--- config.mk ---
export PLATFORM = sky130hd
export DESIGN_NAME = flash_desc_seq
export DESIGN_NICKNAME = d
export VERILOG_FILES = /design/src/rtl/flash_seq_pkg.sv /design/src/rtl/fseq_decode.sv /design/src/rtl/fseq_ptr.sv /design/src/rtl/fseq_status.sv /design/src/rtl/flash_desc_seq.sv
export SDC_FILE = /design/constraint.sdc
export NUM_CORES = 1
export LEC_CHECK = 0
export ABC_AREA = 1
export BUFFER_PORTS_ARGS = -buffer_cell sky130_fd_sc_hd__buf_2
export CAP_MARGIN = 0
export CORE_AREA = 2 2 204 206
export CTS_BUF_LIST = sky130_fd_sc_hd__clkbuf_16
export DETAILED_ROUTE_END_ITERATION = 10
export DIE_AREA = 0 0 206 208
export PLACE_DENSITY = 0.79
export SETUP_SLACK_MARGIN = 0.15
export SYNTH_ARGS = -nofsm -noshare
export SYNTH_HDL_FRONTEND = slang
export SYNTH_SLANG_ARGS = --single-unit
--- constraint.sdc ---
create_clock -name clk_i -period 5.95 [get_ports clk_i]
set_input_delay 0.2975 -clock clk_i [delete_from_list [all_inputs] [get_ports clk_i]]
set_output_delay 0.2975 -clock clk_i [all_outputs]
set_load 0.03 [all_outputs]
--- src/rtl/flash_seq_pkg.sv ---
package flash_seq_pkg;
  typedef enum logic [2:0] {
    OP_ERASE = 3'd0, OP_RESET = 3'd1, OP_COPY = 3'd2, OP_PROG = 3'd3,
    OP_READ  = 3'd4, OP_NOP   = 3'd5, OP_BAD  = 3'd6
  } op_kind_e;

  typedef enum logic [2:0] {
    S_IDLE, S_FREQ, S_FDATA, S_DISP, S_WAIT, S_WB, S_NEXT
  } seq_state_e;

  localparam int THR_W      = 3;
  localparam int FLG_MEMC   = 0;
  localparam int FLG_FLC    = 1;
  localparam int FLG_INT    = 8;
  localparam int FLG_CONT   = 9;
  localparam int ST_DESCERR = 0;
  localparam int ST_FAIL    = 14;
  localparam int ST_DONE    = 15;
  localparam int ST_BUSERR  = 16;
  localparam int ITEM_NEXT  = 0;
  localparam int ITEM_FLASH = 1;
  localparam int ITEM_CTL   = 2;
  localparam int ITEM_MEM   = 3;
  localparam int ITEM_STAT  = 4;
endpackage

--- src/rtl/fseq_decode.sv ---
module fseq_decode
  import flash_seq_pkg::*;
(
  input  logic [15:0] ctype_i,
  output op_kind_e    kind_o,
  output logic [7:0]  pp_o
);
  always_comb begin
    pp_o = ctype_i[7:0];
    case (ctype_i[15:8])
      8'h10:   kind_o = OP_ERASE;
      8'h11:   kind_o = (ctype_i[7:0] <= 8'd2) ? OP_RESET : OP_BAD;
      8'h12:   kind_o = OP_COPY;
      8'h21:   kind_o = OP_PROG;
      8'h22:   kind_o = OP_READ;
      8'hFF:   kind_o = (ctype_i[7:0] == 8'hFF) ? OP_NOP : OP_BAD;
      default: kind_o = OP_BAD;
    endcase
  end
endmodule

--- src/rtl/fseq_ptr.sv ---
module fseq_ptr
  import flash_seq_pkg::*;
#(
  parameter int ADDR_W  = 64,
  parameter int FLASH_W = 32,
  parameter int PAGE_SH = 12
) (
  input  logic               clk_i,
  input  logic               rst_ni,
  input  logic [FLASH_W-1:0] flash_i,
  input  logic [ADDR_W-1:0]  mem_i,
  input  logic               flash_cont_i,
  input  logic               mem_cont_i,
  input  op_kind_e           kind_i,
  input  logic [7:0]         pp_i,
  input  logic               adv_i,
  output logic [FLASH_W-1:0] flash_o,
  output logic [ADDR_W-1:0]  mem_o
);
  logic [FLASH_W-1:0] fl_q;
  logic [ADDR_W-1:0]  mem_q;
  logic [FLASH_W-1:0] fl_step;
  logic [ADDR_W-1:0]  mem_step;
  logic               moves_flash, moves_mem;

  assign flash_o     = flash_cont_i ? fl_q : flash_i;
  assign mem_o       = mem_cont_i ? mem_q : mem_i;
  assign fl_step     = FLASH_W'(pp_i) + FLASH_W'(1);
  assign mem_step    = (ADDR_W'(pp_i) + ADDR_W'(1)) << PAGE_SH;
  assign moves_mem   = (kind_i == OP_PROG) || (kind_i == OP_READ);
  assign moves_flash = moves_mem || (kind_i == OP_ERASE) || (kind_i == OP_COPY);

  always_ff @(posedge clk_i or negedge rst_ni) begin
    if (!rst_ni) begin
      fl_q  <= '0;
      mem_q <= '0;
    end else if (adv_i) begin
      if (moves_flash) fl_q <= flash_o + fl_step;
      if (moves_mem)   mem_q <= mem_o + mem_step;
    end
  end
endmodule

--- src/rtl/fseq_status.sv ---
module fseq_status
  import flash_seq_pkg::*;
(
  input  logic [63:0] old_i,
  input  logic        fail_i,
  input  logic        bus_i,
  input  logic        bad_i,
  input  logic [7:0]  idx_i,
  output logic [63:0] word_o
);
  always_comb begin
    word_o             = '0;
    word_o[31:24]      = (fail_i && !bus_i) ? idx_i : old_i[31:24];
    word_o[ST_BUSERR]  = bus_i;
    word_o[ST_DONE]    = 1'b1;
    word_o[ST_FAIL]    = fail_i | bus_i | bad_i;
    word_o[ST_DESCERR] = bad_i;
  end
endmodule

--- src/rtl/flash_desc_seq.sv ---
module flash_desc_seq
  import flash_seq_pkg::*;
#(
  parameter int ADDR_W     = 64,
  parameter int FLASH_W    = 32,
  parameter int BANK_W     = 16,
  parameter int PAGE_BYTES = 4096,
  parameter int DESC_BEATS = 8
) (
  input  logic                  clk_i,
  input  logic                  rst_ni,
  input  logic                  cmd_valid_i,
  input  logic [31:0]           cmd0_i,
  input  logic [31:0]           cmd2_i,
  input  logic [31:0]           cmd3_i,
  output logic                  busy_o,
  output logic                  rd_req_o,
  output logic [ADDR_W-1:0]     rd_addr_o,
  input  logic                  rd_ack_i,
  input  logic                  rd_data_valid_i,
  input  logic [63:0]           rd_data_i,
  input  logic                  rd_err_i,
  output logic                  wr_req_o,
  output logic [ADDR_W-1:0]     wr_addr_o,
  output logic [63:0]           wr_data_o,
  input  logic                  wr_ack_i,
  input  logic                  wr_err_i,
  output logic                  op_valid_o,
  output logic [2:0]            op_kind_o,
  output logic [7:0]            op_pp_o,
  output logic [BANK_W-1:0]     op_bank_o,
  output logic [FLASH_W-1:0]    op_flash_o,
  output logic [ADDR_W-1:0]     op_mem_o,
  input  logic                  op_ready_i,
  input  logic                  done_valid_i,
  input  logic                  done_fail_i,
  input  logic                  done_bus_err_i,
  input  logic [7:0]            done_idx_i,
  output logic [(1<<THR_W)-1:0] irq_comp_o,
  output logic                  irq_err_o
);
  localparam int PAGE_SH = $clog2(PAGE_BYTES);
  localparam int BEAT_W  = $clog2(DESC_BEATS);
  localparam int N_THR   = 1 << THR_W;
  localparam logic [BEAT_W-1:0] LAST_BEAT = BEAT_W'(DESC_BEATS - 1);
  localparam logic [ADDR_W-1:0] STAT_OFS  = ADDR_W'(ITEM_STAT * 8);

  seq_state_e         state_q;
  logic [ADDR_W-1:0]  cur_q, it_next, it_mem;
  logic [THR_W-1:0]   thr_q;
  logic [BEAT_W-1:0]  beat_q;
  logic [FLASH_W-1:0] it_flash;
  logic [BANK_W-1:0]  it_bank;
  logic [15:0]        it_ctype, it_flags;
  logic [63:0]        it_stat;
  logic               res_fail_q, res_bus_q;
  logic [7:0]         res_idx_q;
  logic [N_THR-1:0]   irq_comp_q;
  logic               irq_err_q;
  op_kind_e           kind;
  logic [7:0]         pp;

  fseq_decode i_decode (.ctype_i(it_ctype), .kind_o(kind), .pp_o(pp));

  fseq_ptr #(.ADDR_W(ADDR_W), .FLASH_W(FLASH_W), .PAGE_SH(PAGE_SH)) i_ptr (
    .clk_i, .rst_ni,
    .flash_i(it_flash), .mem_i(it_mem),
    .flash_cont_i(it_flags[FLG_FLC]), .mem_cont_i(it_flags[FLG_MEMC]),
    .kind_i(kind), .pp_i(pp),
    .adv_i(state_q == S_DISP && op_ready_i),
    .flash_o(op_flash_o), .mem_o(op_mem_o)
  );

  fseq_status i_status (
    .old_i(it_stat), .fail_i(res_fail_q), .bus_i(res_bus_q),
    .bad_i(kind == OP_BAD), .idx_i(res_idx_q), .word_o(wr_data_o)
  );

  always_ff @(posedge clk_i or negedge rst_ni) begin
    if (!rst_ni) begin
      state_q    <= S_IDLE;
      cur_q      <= '0;
      thr_q      <= '0;
      beat_q     <= '0;
      it_next    <= '0;
      it_mem     <= '0;
      it_flash   <= '0;
      it_bank    <= '0;
      it_ctype   <= '0;
      it_flags   <= '0;
      it_stat    <= '0;
      res_fail_q <= 1'b0;
      res_bus_q  <= 1'b0;
      res_idx_q  <= '0;
      irq_comp_q <= '0;
      irq_err_q  <= 1'b0;
    end else begin
      irq_comp_q <= '0;
      irq_err_q  <= 1'b0;
      case (state_q)
        S_IDLE: if (cmd_valid_i && cmd0_i[31:30] == 2'b00) begin
          cur_q   <= ADDR_W'({cmd3_i, cmd2_i});
          thr_q   <= cmd0_i[26:24];
          state_q <= S_FREQ;
        end
        S_FREQ: if (rd_ack_i) begin
          beat_q  <= '0;
          state_q <= S_FDATA;
        end
        S_FDATA: if (rd_data_valid_i) begin
          if (rd_err_i) begin
            irq_err_q <= 1'b1;
            state_q   <= S_IDLE;
          end else begin
            case (beat_q)
              BEAT_W'(ITEM_NEXT):  it_next <= ADDR_W'(rd_data_i);
              BEAT_W'(ITEM_FLASH): begin
                it_flash <= rd_data_i[FLASH_W-1:0];
                it_bank  <= rd_data_i[32 +: BANK_W];
              end
              BEAT_W'(ITEM_CTL): begin
                it_ctype <= rd_data_i[15:0];
                it_flags <= rd_data_i[47:32];
              end
              BEAT_W'(ITEM_MEM):   it_mem  <= ADDR_W'(rd_data_i);
              BEAT_W'(ITEM_STAT):  it_stat <= rd_data_i;
              default: ;
            endcase
            beat_q <= beat_q + 1'b1;
            if (beat_q == LAST_BEAT) begin
              res_fail_q <= 1'b0;
              res_bus_q  <= 1'b0;
              res_idx_q  <= '0;
              if (it_stat[ST_DONE])                      state_q <= S_NEXT;
              else if (kind == OP_NOP || kind == OP_BAD) state_q <= S_WB;
              else                                       state_q <= S_DISP;
            end
          end
        end
        S_DISP: if (op_ready_i) state_q <= S_WAIT;
        S_WAIT: if (done_valid_i) begin
          res_fail_q <= done_fail_i;
          res_bus_q  <= done_bus_err_i;
          res_idx_q  <= done_idx_i;
          state_q    <= S_WB;
        end
        S_WB: if (wr_ack_i) begin
          if (wr_err_i) begin
            irq_err_q <= 1'b1;
            state_q   <= S_IDLE;
          end else begin
            if (it_flags[FLG_INT]) irq_comp_q[thr_q] <= 1'b1;
            state_q <= (kind == OP_BAD) ? S_IDLE : S_NEXT;
          end
        end
        S_NEXT: if (it_flags[FLG_CONT]) begin
          cur_q   <= it_next;
          state_q <= S_FREQ;
        end else begin
          state_q <= S_IDLE;
        end
        default: state_q <= S_IDLE;
      endcase
    end
  end

  assign busy_o     = state_q != S_IDLE;
  assign rd_req_o   = state_q == S_FREQ;
  assign rd_addr_o  = cur_q;
  assign wr_req_o   = state_q == S_WB;
  assign wr_addr_o  = cur_q + STAT_OFS;
  assign op_valid_o = state_q == S_DISP;
  assign op_kind_o  = kind;
  assign op_pp_o    = pp;
  assign op_bank_o  = it_bank;
  assign irq_comp_o = irq_comp_q;
  assign irq_err_o  = irq_err_q;
endmodule

==> impl_results.md <==
- Status: complete, no violations
- First-pass GRT wire length: ~120 mm
- Die Wd: about 200 um
- Fin area: between 20000 and 30000 um2
- Sequential power share: between 30% and 40%
- Synth Warn #: 0
- EDFF count, synth: 0
- Clk sinks: between 300 and 400
- CP max stage delay: roughly 0.54 ns
- Area Growth Syn to Fin: 18.74%
- Clock Tree Buf Depth: 3
- WP depth: 13
- Max cap viols: 0
- Worst hold margin: between 0.015 and 0.02 ns
- Root buffer selected by CTS: clkbuf_16
- Final #Nets: around 3600
- Setup violations, final: 0
- Top layer in use: met5
- VDD IR-drop max: 0.2715 mV
- CP arrival: around 4.2 ns
- Placed wire-length estimate: roughly 57 mm
- Worst Path Buf+Inv: 2
- Port bufs: 427
- Net Switching: roughly 5.4 mW
- RD Place Congestion: ~0.99
- CTS buffer count: 43
- Worst hold path class: primary input to register
- Via count: 21920
- Final period utilization: between 60% and 70%
- R2R depth: 13
- Largest fanout on the critical path: 56
- Period minus WS final: between 3 and 4 ns
- Pint: 6.243 mW
- Worst-path clk slew: 0.06 ns
- Switching Share: between 40% and 50%
- Setup crit end: i_ptr.mem_q[33]
- Post-synthesis cell type count: 47
- Total power: around 12 mW
- Critical R2R Launch: it_flags[0]
- GRT Total Usage: a little over a third
- Die Height: about 210 um
- Htree depth: 2
- 1st-iter DRT viols: around 2100
- Placement row count: between 70 and 80
- CTS tree: built
- Top delay family on crit path: buffers and inverters
- Endpoint class of the critical path: register
- Pre-CTS worst setup slack: between 2 and 2.5 ns
- Register-to-register setup slack: ~2.2 ns
- Total negative slack: 0 ns
- Placed cell area: about 24000 um2
- Capturing point of the worst reg2reg path: i_ptr.mem_q[33]
- Crit-path cells: buf_4 > inv_2 > o21ai_0 > ha_1 > a21oi_1 > nor2_1 > nor2_1 > nand2_1 > nand2_1 > nor2_2 > or2_2 > nand3_1 > o21ai_0
- Sequential area share after synthesis: 44.33%
- Critical path's slowest cell: inv_2
- Ys async rst share: 100.0%
- Vias in the first global route: around 20000
- Syn_area_per_cell: around 7.4 um2
- Min setup slack post-route: around 2.2 ns
- Max-slew violations: 0
- Initial antenna violation count: 7
- RSZ-0062 raised after global routing: false
- Metal2 WL: roughly 35 mm
- Post-Route WL: a little under 80 mm
- TritonRoute pass-1 iters: 5
- Met1 Wirelength: between 30 and 40 mm
- Fin. Hold Viols: 0
- Core Footprint: between 40000 and 50000 um2
- Io pins: 508
- Commonest non-fill, non-tap cell in the layout: nand2_1
- Post-Syn Instances: 3003
- Comb power frac: a little over two fifths
- Detail Route Antenna Nets: 0
- Commonest non-fill, non-tap cells in the layout: 1028 x nand2_1, 426 x buf_2, 393 x dfrtp_1
- Die ar.: roughly 43000 um2
- Largest net degree at the start of global routing: 170
- CP required: around 6.4 ns
- Worst skew pair latency: between 0.5 and 0.6 ns
- CP startpoint: it_flags[0]
- Actual slew at the worst max-slew pin: ~1.3 ns
- GRT overflow: 0
- # DRC: 0
- Yosys reg bits: around 400
- Layout cells sized above 1: between 10% and 20%
- CP Class: register to register
- FMAX: between 200 and 300 MHz
- Final Skew: between 0.015 and 0.02 ns
- Most used DFF post-synth: dfrtp_1
- Via-per-instance ratio: 5.486
- Startpoint types: register
- P per Cell Area: between 400 and 500 nW/um2
- Leak: about 13 nW
- Starting density of the core: between 50% and 60%
- Routed met3 length: 6.583 mm
- Mapped Area: ~22000 um2
- Wirelength per Cell: just under 20 um
- Clock network power share: ~23%
- Max-slew headroom: ~15%
==> state kept, by name (all words and copies together), names as in the netlist <==
register	count
thr_q	3
it_flags	4
rd_addr_o	64
res_idx_q	8
res_fail_q	1
irq_err_o	1
it_stat	9
i_ptr.fl_q	32
it_next	64
res_bus_q	1
it_mem	64
beat_q	3
state_q	3
it_flash	32
irq_comp_o	8
it_ctype	16
i_ptr.mem_q	64
op_bank_o	16
==> logic make-up (layout without fill, tap and decap cells) <==
logic type               Yosys count  count (layout)  share of synthesized area [%]
AO/OA/AOI/OAI                    452             452                          11.25
flip-flops                       393             393                          44.33
other                              2              59                        0.03386
adder cells (fa/ha/maj)           29              29                          1.703
AND/OR/NAND/NOR                 1532            1532                          28.34
XOR/XNOR                         106             106                          4.185
buffers and inverters            481             885                          9.741
multiplexers                       8               8                         0.4061
==> synth_stat cells, types with 4 or more instances <==
cell,number,area [um2]
clkbuf_1,68,255.2
inv_2,13,48.80
a31oi_1,65,406.6
o21bai_1,6,45.04
nor3b_1,6,45.04
nand2_1,1030,3866
nand3_1,112,560.5
nor3_2,5,50.05
xor2_1,65,569.3
ha_1,27,337.8
nor2_1,243,912.1
nand2_2,21,131.4
nand3b_1,7,52.55
inv_1,287,1077
buf_1,7,26.28
buf_6,5,56.30
nor3_1,32,160.2
xnor2_1,41,359.1
buf_2,23,115.1
o21ai_2,24,210.2
dfrtp_1,393,9834
nor2_2,19,118.9
o21ai_1,31,155.2
buf_4,77,578.1
nor4_1,4,25.02
mux2_2,8,90.09
nand4_1,44,275.3
a21oi_1,28,140.1
o21ai_0,284,1421
==> layout make-up <==
type	instances	area, um2
fillers	3604	14210
multi-input cells	2180	10410
flip-flops and latches	393	9834
repair buffers	508	2935
inverters	301	1130
clock buffers	44	1101
well taps	532	665.6
clock inverters	32	251.5
diodes	6	15.01
==> metal layers <==
layer,global-route usage (%),vias to the layer above
met1,49.98,10400
met2,54.54,1063
li1,-,10260
met3,5.185,196
met4,16.35,2
met5,0,-
==> stage by stage <==
step           std cells  utilization (%)
6_report            3996            64.95
5_1_grt             3995            64.95
4_1_cts             3990            64.91
3_5_place_dp        3847            59.93
3_3_place_gp        3847            59.93
2_1_floorplan       3054                -
==> what timing repair did <==
item / in CTS / in global routing
gates resized for setup: 0 / 0
hold endpoints to repair: 149 / 0
buffers inserted: 0 / 0
hold buffers: 67 / 0
==> power groups by stage <==
stage	Combinational (mW)	Sequential [mW]	Clock, mW
after floorplan	3.01	4.36	0
after global placement	4.80	4.03	0
after detailed placement	4.88	4.06	0
after CTS	4.94	4.02	2.65
after global routing	5.36	4.13	2.76
final	4.96	4.05	2.63
==> worst min-delay path by stage <==
stage	startpoint	to	slack, ns	cells after the start
3_3_place_gp	rst_ni	it_flash[11]	0.33	1
3_5_place_dp	rst_ni	it_flash[11]	0.34	1
5_1_grt	cmd3_i[12]	rd_addr_o[44]	0.02	3
2_1_floorplan	rst_ni	beat_q[0]	0.002	0
4_1_cts	cmd3_i[12]	rd_addr_o[44]	0.0007	3
6_report	cmd3_i[12]	rd_addr_o[44]	0.02	3
==> worst min-delay path, cell delays in order <==
cell     delay, ns
buf_2         0.10
nand2_1       0.07
a31oi_1       0.08
Note: power is estimated with default switching activity, not from simulation.
